--- src/rtl/flash_cmd_pkg.sv ---
package flash_cmd_pkg;
  localparam int CMD_AW = 11;
  localparam logic [CMD_AW-1:0] UNLOCK_A1 = 11'h555;
  localparam logic [CMD_AW-1:0] UNLOCK_A2 = 11'h2AA;
  localparam logic [7:0] UNLOCK_D1  = 8'hAA;
  localparam logic [7:0] UNLOCK_D2  = 8'h55;
  localparam logic [7:0] CMD_ERSU   = 8'h80;
  localparam logic [7:0] CMD_CHIP   = 8'h10;
  localparam logic [7:0] CMD_PROGSU = 8'hA0;
  localparam logic [7:0] CMD_SECT   = 8'h30;
  localparam logic [7:0] CMD_SUSP   = 8'hB0;
  localparam logic [7:0] CMD_RESET  = 8'hF0;

  typedef enum logic [2:0] {
    ST_IDLE, ST_UNL1, ST_UNL2, ST_ESET, ST_EUNL1, ST_EUNL2, ST_PROG
  } seq_state_t;

  // true when a write hits the expected low address and data
  function automatic logic cycle_hit(input logic [CMD_AW-1:0] a, input logic [7:0] d,
                                     input logic [CMD_AW-1:0] ea, input logic [7:0] ed);
    return (a == ea) && (d == ed);
  endfunction
endpackage

--- src/rtl/fcd_strobe_sync.sv ---
module fcd_strobe_sync #(
  parameter int STAGES = 2
) (
  input  logic clk,
  input  logic rst_n,
  input  logic strobe_n_i,
  output logic fall_o,
  output logic rise_o
);
  localparam int LAST = STAGES;

  logic [LAST:0] shreg;

  always_ff @(posedge clk or negedge rst_n) begin
    if (!rst_n) shreg <= '1;
    else        shreg <= {shreg[LAST-1:0], strobe_n_i};
  end

  assign fall_o = shreg[LAST] & ~shreg[LAST-1];
  assign rise_o = ~shreg[LAST] & shreg[LAST-1];
endmodule

--- src/rtl/fcd_seq_fsm.sv ---
module fcd_seq_fsm
  import flash_cmd_pkg::*;
#(
  parameter int ADDR_W = 19,
  parameter int DATA_W = 8,
  parameter int SECT_W = 3
) (
  input  logic              clk,
  input  logic              rst_n,
  input  logic              fall_i,
  input  logic              rise_i,
  input  logic [ADDR_W-1:0] addr_i,
  input  logic [DATA_W-1:0] data_i,
  input  logic              se_active_i,
  input  logic              se_window_i,
  input  logic              se_susp_i,
  output seq_state_t        state_o,
  output logic              chip_o,
  output logic              sect_o,
  output logic [SECT_W-1:0] sect_sel_o,
  output logic              prog_o,
  output logic [ADDR_W-1:0] prog_addr_o,
  output logic [DATA_W-1:0] prog_data_o,
  output logic              susp_o,
  output logic              res_o
);
  function automatic logic [SECT_W-1:0] sector_of(input logic [ADDR_W-1:0] a);
    return a[ADDR_W-1 -: SECT_W];
  endfunction

  seq_state_t        state, nxt;
  logic [ADDR_W-1:0] addr_q;
  logic [CMD_AW-1:0] low_a;
  logic w_chip, w_sect, w_prog, w_susp, w_res;

  assign low_a = addr_q[CMD_AW-1:0];

  always_comb begin
    nxt = ST_IDLE;
    {w_chip, w_sect, w_prog, w_susp, w_res} = '0;
    if (data_i != CMD_RESET) begin
      case (state)
        ST_IDLE: begin
          if (cycle_hit(low_a, data_i, UNLOCK_A1, UNLOCK_D1)) nxt = ST_UNL1;
          else if (data_i == CMD_SUSP) w_susp = se_active_i && !se_susp_i;
          else if (data_i == CMD_SECT) begin
            w_res  = se_susp_i;
            w_sect = se_window_i && !se_susp_i;
          end
        end
        ST_UNL1:  if (cycle_hit(low_a, data_i, UNLOCK_A2, UNLOCK_D2)) nxt = ST_UNL2;
        ST_UNL2: begin
          if (cycle_hit(low_a, data_i, UNLOCK_A1, CMD_PROGSU)) nxt = ST_PROG;
          else if (cycle_hit(low_a, data_i, UNLOCK_A1, CMD_ERSU)) nxt = ST_ESET;
        end
        ST_ESET:  if (cycle_hit(low_a, data_i, UNLOCK_A1, UNLOCK_D1)) nxt = ST_EUNL1;
        ST_EUNL1: if (cycle_hit(low_a, data_i, UNLOCK_A2, UNLOCK_D2)) nxt = ST_EUNL2;
        ST_EUNL2: begin
          w_chip = cycle_hit(low_a, data_i, UNLOCK_A1, CMD_CHIP);
          w_sect = (data_i == CMD_SECT);
        end
        ST_PROG:  w_prog = 1'b1;
        default:  nxt = ST_IDLE;
      endcase
    end
  end

  always_ff @(posedge clk or negedge rst_n) begin
    if (!rst_n) begin
      state       <= ST_IDLE;
      addr_q      <= '0;
      chip_o      <= 1'b0;
      sect_o      <= 1'b0;
      prog_o      <= 1'b0;
      susp_o      <= 1'b0;
      res_o       <= 1'b0;
      sect_sel_o  <= '0;
      prog_addr_o <= '0;
      prog_data_o <= '0;
    end else begin
      chip_o <= 1'b0;
      sect_o <= 1'b0;
      prog_o <= 1'b0;
      susp_o <= 1'b0;
      res_o  <= 1'b0;
      if (fall_i) addr_q <= addr_i;
      if (rise_i) begin
        state  <= nxt;
        chip_o <= w_chip;
        sect_o <= w_sect;
        prog_o <= w_prog;
        susp_o <= w_susp;
        res_o  <= w_res;
        if (w_sect) sect_sel_o <= sector_of(addr_q);
        if (w_prog) begin
          prog_addr_o <= addr_q;
          prog_data_o <= data_i;
        end
      end
    end
  end

  assign state_o = state;
endmodule

--- src/rtl/flash_cmd_decoder.sv ---
module flash_cmd_decoder
  import flash_cmd_pkg::*;
#(
  parameter int ADDR_W      = 19,
  parameter int DATA_W      = 8,
  parameter int SECT_W      = 3,
  parameter int SYNC_STAGES = 2
) (
  input  logic              clk,
  input  logic              rst_n,
  input  logic              bus_ce_n,
  input  logic              bus_we_n,
  input  logic [ADDR_W-1:0] bus_addr,
  input  logic [DATA_W-1:0] bus_data,
  input  logic              se_active,
  input  logic              se_window,
  input  logic              se_suspended,
  output logic              chip_erase_req,
  output logic              sect_erase_req,
  output logic [SECT_W-1:0] sect_sel,
  output logic              prog_req,
  output logic [ADDR_W-1:0] prog_addr,
  output logic [DATA_W-1:0] prog_data,
  output logic              suspend_req,
  output logic              resume_req
);
  logic       strobe_n;
  logic       wr_start;
  logic       wr_done;
  seq_state_t seq_state;

  assign strobe_n = bus_ce_n | bus_we_n;

  fcd_strobe_sync #(.STAGES(SYNC_STAGES)) u_sync (
    .clk        (clk),
    .rst_n      (rst_n),
    .strobe_n_i (strobe_n),
    .fall_o     (wr_start),
    .rise_o     (wr_done)
  );

  fcd_seq_fsm #(.ADDR_W(ADDR_W), .DATA_W(DATA_W), .SECT_W(SECT_W)) u_fsm (
    .clk         (clk),
    .rst_n       (rst_n),
    .fall_i      (wr_start),
    .rise_i      (wr_done),
    .addr_i      (bus_addr),
    .data_i      (bus_data),
    .se_active_i (se_active),
    .se_window_i (se_window),
    .se_susp_i   (se_suspended),
    .state_o     (seq_state),
    .chip_o      (chip_erase_req),
    .sect_o      (sect_erase_req),
    .sect_sel_o  (sect_sel),
    .prog_o      (prog_req),
    .prog_addr_o (prog_addr),
    .prog_data_o (prog_data),
    .susp_o      (suspend_req),
    .res_o       (resume_req)
  );
endmodule

--- config.mk ---
export PLATFORM = sky130hd
export DESIGN_NAME = flash_cmd_decoder
export DESIGN_NICKNAME = d
export VERILOG_FILES = /design/src/rtl/flash_cmd_pkg.sv /design/src/rtl/fcd_strobe_sync.sv /design/src/rtl/fcd_seq_fsm.sv /design/src/rtl/flash_cmd_decoder.sv
export SDC_FILE = /design/constraint.sdc
export NUM_CORES = 1
export LEC_CHECK = 0
export ABC_AREA = 1
export BUFFER_PORTS_ARGS = -buffer_cell sky130_fd_sc_hd__buf_2
export CAP_MARGIN = 20
export CORE_MARGIN = 2
export CORE_UTILIZATION = 35
export CTS_BUF_LIST = sky130_fd_sc_hd__clkbuf_2 sky130_fd_sc_hd__clkbuf_4 sky130_fd_sc_hd__clkbuf_8
export DETAILED_ROUTE_END_ITERATION = 16
export MAX_ROUTING_LAYER = met4
export PLACE_DENSITY = 0.55
export RECOVER_POWER = 50
export SETUP_SLACK_MARGIN = 0.3
export SLEW_MARGIN = 10
export SYNTH_ARGS = -nofsm -noshare
export SYNTH_HDL_FRONTEND = slang
export SYNTH_SLANG_ARGS = --single-unit
--- constraint.sdc ---
create_clock -name clk -period 1.28 [get_ports clk]
set_input_delay 0 -clock clk [delete_from_list [all_inputs] [get_ports clk]]
set_output_delay 0 -clock clk [all_outputs]
set_load 0.03 [all_outputs]
; Yosys cells after proc, flatten, opt, wreduce, memory -nomap -nowiden
; Index checks and enable logic that the tools add are counted.
[op_classes]
eq_ne = 16
muxes = 31
bitwise = 5
reduce_logical = 11
[op_table]
columns = op, n
row1 = $eq A8 B8 Y1 const B, 4
row2 = $mux W1, 23
row3 = $pmux W3 S5, 1
row4 = $mux W3, 4
row5 = $eq A11 B10 Y1 const B, 1
row6 = $eq A11 B11 Y1 const B, 1
row7 = $eq A3 B3 Y1 const B, 3
row8 = $eq A8 B5 Y1 const B, 1
row9 = $eq A8 B6 Y1 const B, 1
row10 = $eq A8 B7 Y1 const B, 1
row11 = $ne A8 B8 Y1 const B, 1
row12 = $logic_and A1 B1 Y1, 7
row13 = $eq A3 B2 Y1 const B, 2
row14 = $mux W2, 2
row15 = $reduce_and A2 Y1, 2
row16 = $eq A3 B1 Y1 const B, 1
row17 = $logic_not A3 Y1, 1
row18 = $and A1 B1 Y1, 2
row19 = $not A1 Y1, 2
row20 = $pmux W1 S2, 1
row21 = $logic_not A1 Y1, 1
row22 = $or A1 B1 Y1, 1
[word_totals]
reg_bits = 60
out_inout_bits = 35
word_cells = 74

; Logic depth before layout (Yosys ltp)
; Gate-level depths: netlist of the first run.
[depth]
depth_word = 8
mapped_depth = 9
depth_no_buf = 9

; Modules after synthesis
; Synthesis of the first run repeated with hierarchy kept, for this count alone.
[hier_totals]
cells_unflattened = 320
area_unflattened_um2 = 2786.4
[by_module_without_submodules]
columns = mod, n_inst, cells_each, area_per_inst_um2, seq_area_each_um2
row1 = fcd_seq_fsm, 1, 310, 2681.3, 1426.4
row2 = fcd_strobe_sync, 1, 7, 93.8, 78.8
row3 = flash_cmd_decoder, 1, 3, 11.3, 0.0

; Least setup slack after synthesis of the first run
; OpenSTA, ideal clock, no wires.
[synth_path]
path_type = reg2reg
start = reg u_sync.shreg[1]
end = reg u_fsm.addr_q[15]
setup_time_ps = 125
arrival_ps = 1236
slack_ps = -80
path_stages_with_launch = 5
path_buffers = 1
path_cell_list = dfstp_2 > inv_1 > nand2_1 > buf_2 > mux2_2
[synth_via]
elab_chain_len = 2
[synth_rtl]
columns = element, line_no
row1 = "start, declared", fcd_strobe_sync.sv:12  ; logic [LAST:0] shreg;
row2 = "start signal, assigned", fcd_strobe_sync.sv:16  ; else shreg <= {shreg[LAST-1:0], strobe_n_i};
row3 = $not A1 Y1, fcd_strobe_sync.sv:19  ; assign fall_o = shreg[LAST] & ~shreg[LAST-1];
row4 = $and A1 B1 Y1, fcd_strobe_sync.sv:19
row5 = "end signal, assigned", fcd_seq_fsm.sv:86  ; if (fall_i) addr_q <= addr_i;
row6 = "end, declared", fcd_seq_fsm.sv:32  ; logic [ADDR_W-1:0] addr_q;
; No other way between the ends.
; A chain may end at the register's enable or synchronous reset.

; Worst setup path in the final report of the first run
[layout_path]
start = reg u_sync.shreg[1]
end = reg u_fsm.prog_addr_o[8]
[layout_via]
elab_chain_len = 2
[layout_rtl]
columns = element, line_no
row1 = $and A1 B1 Y1, fcd_strobe_sync.sv:20  ; assign rise_o = ~shreg[LAST] & shreg[LAST-1];
row2 = $reduce_and A2 Y1 (no line), --
row3 = "end signal, assigned", fcd_seq_fsm.sv:96  ; prog_addr_o <= addr_q;
row4 = "end, declared", fcd_seq_fsm.sv:22  ; output logic [ADDR_W-1:0] prog_addr_o,
; No other way between the ends.

==> results of run 1 <==
==> worst max-delay path, cell delays in order (launching register included) <==
cell,delay (ns)
dfstp_2,0.53
inv_2,0.05
nor2_4,0.15
nand3_4,0.15
buf_12,0.19
nand2_1,0.06
o21ai_1,0.06
==> what timing repair did <==
item                                    in CTS  in global routing
resized for setup                           11                 13
hold buffers                                29                  0
endpoints found under the setup margin      57                 57
pin swaps                                    4                  8
endpoints found under the hold margin       87                  0
gates cloned                                 1                  0
buffers inserted                             3                  2
==> final cells by class <==
class,count,share of cell area (%)
clock inverters,3,1.74
clock buffers,13,4.20
flip-flops and latches,60,38.0
inverters,32,3.13
multi-input cells,209,27.5
repair buffers,126,22.2
well taps,102,3.22
==> flip-flops by register name, summed over array words and instances (netlist names) <==
name / cells
u_fsm.addr_q: 19
u_fsm.prog_addr_o: 19
u_fsm.prog_data_o: 8
u_fsm.sect_sel_o: 3
u_fsm.state_o: 3
u_sync.shreg: 3
u_fsm.chip_o: 1
u_fsm.prog_o: 1
u_fsm.res_o: 1
u_fsm.sect_o: 1
u_fsm.susp_o: 1
==> metal layers <==
metal  up-vias  share of wire (%)
met4         0                2.2
met5         -                  0
met2        70                 44
met1      1114                 49
li1       1243                  -
met3        13                5.1
==> how the worst max path moves through the flow <==
stage / endpoint / slack (ns)
global route: u_fsm.prog_addr_o[6] / -0.11
finish: u_fsm.prog_addr_o[8] / -0.03
detailed placement: u_fsm.res_o / -0.05
floorplan: u_fsm.prog_data_o[7] / 0.03
global placement: u_fsm.res_o / -0.06
CTS: u_fsm.prog_data_o[7] / -0.04
==> cells in the mapped netlist <==
cell type / n / area [um^2]
nand3_1: 11 / 55.1
inv_1: 29 / 109
nand3_4: 1 / 17.5
nor2_1: 37 / 139
inv_2: 2 / 7.51
clkinv_2: 1 / 5.00
nor4_1: 1 / 6.26
nand4_4: 1 / 21.3
dfstp_2: 3 / 78.8
o21ai_1: 17 / 85.1
nor3_1: 9 / 45.0
mux2_2: 6 / 67.6
a21oi_1: 16 / 80.1
nor2_4: 2 / 22.5
nand2_1: 93 / 349
nand4_1: 8 / 50.1
nor3_2: 1 / 10.0
or2_2: 1 / 6.26
and2_1: 1 / 6.26
buf_4: 1 / 7.51
clkbuf_1: 1 / 3.75
nor2_2: 3 / 18.8
buf_2: 3 / 15.0
dfrtp_1: 57 / 1430
nand2_4: 1 / 11.3
buf_6: 5 / 56.3
==> placed cells by master (no fill, tap or decap), drive strengths merged <==
master	count
buf	96
mux2	6
nor4	1
nor2	42
o21ai	17
and2	1
clkinv	2
or2	1
nand2	94
nand4	9
nor3	10
clkbuf	14
dfstp	3
bufinv	2
a21oi	16
inv	31
dfrtp	57
dlygate4sd3	29
nand3	12
==> cell families (layout without fill, tap and decap cells) <==
kind of cell | after synthesis | after routing
AO/OA/AOI/OAI | 33 | 33
buffers and inverters | 42 | 174
flip-flops | 60 | 60
multiplexers | 6 | 6
AND/OR/NAND/NOR | 170 | 170
==> metrics by stage <==
| stage | worst slack, ns | utilization [%] |
|---|---|---|
| after CTS | -0.0357 | 51.5 |
| after global placement | -0.0589 | 43.8 |
| final | -0.0284 | 52.1 |
| after floorplan | 0.0260 | - |
| after detailed placement | -0.0512 | 43.8 |
| after global routing | -0.105 | 52.1 |
==> power by group <==
| part | total (mW) | internal [mW] | switching [mW] |
|---|---|---|---|
| clock | 1.99 | 1.25 | 0.742 |
| combinational | 0.555 | 0.254 | 0.300 |
| sequential | 2.10 | 2.02 | 0.0790 |
==> results.toml, run 1 <==
[power]
p_total_mw = 4.64
leakagePower_nw = 2.08
pwr_density_cell_nw_per_um2 = 1170
vdd_drop_max_mv = 0.558

[timing]
grt_setup_unrepaired = "true"
tightest_slew_ns = 0.820
hold_viol_final = 0
fin_worst_skew_ns = 0.00812
hold_ws_ns = 0.0217
fin_crit_sh_pct = 102
setup_tns_ns = -0.305
setup_violations = 17
fmax_mhz = 764
relSlewSlack_pct = 45.3
slew_violations = 0
worst_slack_ns = -0.0284
min_period_ns = 1.31

[global_route]
gr-total-overflow = 0
met3_usage_pct = 3.78
grt_pass1_wl_um = 11300
grtUsageMet1_pct = 23.4
grt.busiest_layer = "met2"
gr-usage-met2_pct = 25.9
grt_pass1_vias = 2431
grt_max_degree = 61
antenna_found_initial = 0
grt_use_total_pct = 17.6

[final_layout]
layout.nets = 472
drive_above_1_share_pct = 37.2
stdcell_area_um2 = 3960
diodes = 0
register_area_um2 = 1510
multi_input_area_um2 = 1090
fill_cells = 742
area_growth_pct = 46.8
stdcell_count = 545

[yosys]
synth_compound_area_share_pct = 6.12
synth_warnings = 0
ys_ff_latch = 60
synthCells = 311
synthSimpleGateAreaFrac_pct = 28.1
syn_nets = 345
synth.area.mux_share_pct = 2.50
yosys.area_share.xor_xnor_pct = 0
synth_adder_area_share_pct = 0
avgSynthCellArea_um2 = 8.68
synth_top_family_by_area = "simple AND/OR/NAND/NOR gates"
synth-seq-area-share_pct = 55.7
yosys.cell_types.count = 26
syn_area_um2 = 2700

[placement]
placedInstanceArea_um2 = 3330
hpwl_um = 4560
gp_congestion = 0.873
portBuffers = 68
placed_cells = 494

[clock_network]
path_clk_slew_ns = 0.07
clockRootBuffer = "clkbuf_8"
cts_tree = "yes"
clock_sinks = 60
cts_htree_levels = 3
clock_path_buffers = 2
worst_skew_pair.late_latency_ns = 0.34
cts_buffers = 9

[worst_hold_path]
min_path_cells = 4
min_path_type = "input pin to register"
hold_start = "bus_data[5]"
hold_path_end = "u_fsm.chip_o"

[floorplan]
floorplan.initialDensity_pct = 35.5
io_pins = 69
core_um2 = 7610
die_h_um = 91.8
fp.dieW_um = 91.8
die_area_um2 = 8430
rows = 32

[status]
violations = "negative setup slack"
status = "finished with violations"

[setup_path]
ff2ff_path_depth = 6
path_max_fanout = 27
worstPathRequired_ns = 1.50
reg2reg_to = "u_fsm.prog_addr_o[8]"
crit_arrival_ns = 1.53
r2r-start = "u_sync.shreg[1]"
timing_worst_setup_path_type = "register to register"
critPathCaptureType = "register"
startpoint_type = "register"
critPathLaunch = "u_sync.shreg[1]"
reg2reg_slack_ns = -0.03

[drt]
route.antenna.remaining_nets = 0
wl_per_cell_um = 12.3
drt_iter0_drc = 142
totalWireLength_um = 6690
first_pass_iters = 4
viasPerCell = 4.48
dr_total_vias = 2440
drc = 0

[flow_run]
max_cap_violations = 0
Power figures use the tool's default switching activity.
==> inputs of run 2 (changes only) <==
--- a/config.mk
+++ b/config.mk
@@ -6,14 +6,14 @@
 export NUM_CORES = 1
 export LEC_CHECK = 0
 export ABC_AREA = 1
-export BUFFER_PORTS_ARGS = -buffer_cell sky130_fd_sc_hd__buf_2
 export CAP_MARGIN = 20
 export CORE_MARGIN = 2
 export CORE_UTILIZATION = 35
 export CTS_BUF_LIST = sky130_fd_sc_hd__clkbuf_2 sky130_fd_sc_hd__clkbuf_4 sky130_fd_sc_hd__clkbuf_8
 export DETAILED_ROUTE_END_ITERATION = 16
+export DONT_BUFFER_PORTS = 1
 export MAX_ROUTING_LAYER = met4
-export PLACE_DENSITY = 0.55
+export PLACE_DENSITY = 0.47
 export RECOVER_POWER = 50
 export SETUP_SLACK_MARGIN = 0.3
 export SLEW_MARGIN = 10
==> results.toml, run 2 (same netlist as run 1, synthesis figures left out) <==
[setup_path]
startpoint_type = "register"
path_max_fanout = 22
critPathLaunch = "u_sync.shreg[1]"
crit_arrival_ns = 1.55
r2r-start = "u_sync.shreg[1]"
critPathCaptureType = "register"
slowest_stage = "dfstp_2"
worstPathRequired_ns = 1.49
cp_slowest_stage_delay_ns = 0.54
timing_worst_setup_path_type = "register to register"
crit_chain = "inv_2, nor2_4, nand3_4, buf_12, nand2_1, o21ai_1"

[drt]
dr_total_vias = 2198
wl_per_cell_um = 14.5
first_pass_iters = 4
totalWireLength_um = 6970
viasPerCell = 4.58
drt_iter0_drc = 86
route.antenna.remaining_nets = 0
drc = 0

[floorplan]
floorplan.initialDensity_pct = 35.5
core_um2 = 7610
io_pins = 69
fp.dieW_um = 91.8
die_area_um2 = 8430
die_h_um = 91.8
rows = 32

[global_route]
grt_max_degree = 61
grt_use_total_pct = 18.4
grt_pass1_vias = 2311
gr-total-overflow = 0
antenna_found_initial = 0
grt_pass1_wl_um = 11500

[final_layout]
stdcell_area_um2 = 3680
diodes = 0
stdcell_count = 480
layout.nets = 408
drive_above_1_share_pct = 27.5
largestRegisters = "u_fsm.addr_q: 19 flops, u_fsm.prog_addr_o: 19 flops, u_fsm.prog_data_o: 8 flops"
area_growth_pct = 36.2
layout_common_cells = "82 x nand2_1, 55 x dfrtp_1, 33 x nor2_1"
mostFrequentLayoutCell = "nand2_1"
fill_cells = 739

[timing]
fmax_mhz = 748
fin_crit_sh_pct = 104
setup_tns_ns = -0.799
hold_viol_final = 60
grt_setup_unrepaired = "true"
fin_worst_skew_ns = 0.00844
tightest_slew_ns = 0.394
min_period_ns = 1.34
slew_violations = 0
hold_ws_ns = -0.645
setup_violations = 33
relSlewSlack_pct = 73.7
worst_slack_ns = -0.0572

[placement]
portBuffers = 0
placed_cells = 429
hpwl_um = 4680
gp_congestion = 0.786
placedInstanceArea_um2 = 3000

[clock_network]
holdBufCountCts = 31
cts_htree_levels = 3
cts_buffers = 9
clockRootBuffer = "clkbuf_8"
cts_tree = "yes"
path_clk_slew_ns = 0.07
clock_path_buffers = 2
clock_sinks = 60
worst_skew_pair.late_latency_ns = 0.33

[power]
vdd_drop_max_mv = 0.666
leakagePower_nw = 1.77
pwr_density_cell_nw_per_um2 = 1220
p_total_mw = 4.47

[status]
violations = "negative hold slack, negative setup slack"
status = "finished with violations"

[worst_hold_path]
min_path_type = "input pin to async pin"

[flow_run]
max_cap_violations = 0
==> run 2: cell types whose count changed in the layout (fill, tap and decap cells not counted), sizes merged <==
cell / previous run / this run
clkbuf: 14 / 11
buf: 96 / 31
clkinv: 2 / 3
dlygate4sd3: 29 / 31
==> run 2: final cells by class <==
cell class	instances	area (um^2)	share of cell area, %
clock buffer	11	145	3.95
inverter	32	126	3.44
clock inverter	4	73.8	2.01
sequential	60	1510	41.0
multi-input combinational	209	1110	30.1
tap	102	128	3.47
timing repair buffer	62	591	16.1
==> run 2: critical path: cells and delay by family, from the launching register on <==
family | cells | cell delay, ns
AOI/OAI and AO/OA | 1 | 0.06
DFF | 1 | 0.54
and+or+nand+nor | 3 | 0.37
buffers and inverters | 2 | 0.25
==> run 2: repair_timing <==
item / CTS / global route
endpoints found under the setup margin: 57 / 57
buffers inserted: 4 / 1
hold endpoints to repair: 93 / 60
pin swaps: 12 / 2
resized for setup: 18 / 16
==> run 2: report_power, final <==
group	internal [mW]	total [mW]	switching, mW
clock	1.16	1.89	0.727
sequential	2.02	2.13	0.114
combinational	0.233	0.453	0.220
==> run 2: through the flow <==
stage,utilization [%],setup slack (ns)
floorplan,-,0.0260
global placement,39.4,-0.0514
detailed placement,39.4,-0.0401
CTS,47.6,-0.0484
global route,48.4,-0.126
finish,48.4,-0.0572
==> run 2: metal layers <==
layer	up-vias	part of all wire, %	GRT usage, %
met5	-	0	-
met4	0	1.1	5.97
met3	7	6.6	6.66
met2	57	47	28.2
met1	1028	46	22.9
li1	1106	-	-
==> run 2: final timing paths <==
check                      depth (start not counted)                    end  slack, ns
hold / removal                                     0  u_fsm.prog_addr_o[11]      -0.65
setup reg to reg                                   6   u_fsm.prog_addr_o[6]      -0.06
min in group clk                                   5    u_fsm.sect_sel_o[2]       0.04
setup / recovery                                   6   u_fsm.prog_addr_o[6]      -0.06
hold reg to reg                                    0        u_sync.shreg[2]       0.37
max in group asynchronous                          0        u_sync.shreg[2]       1.72
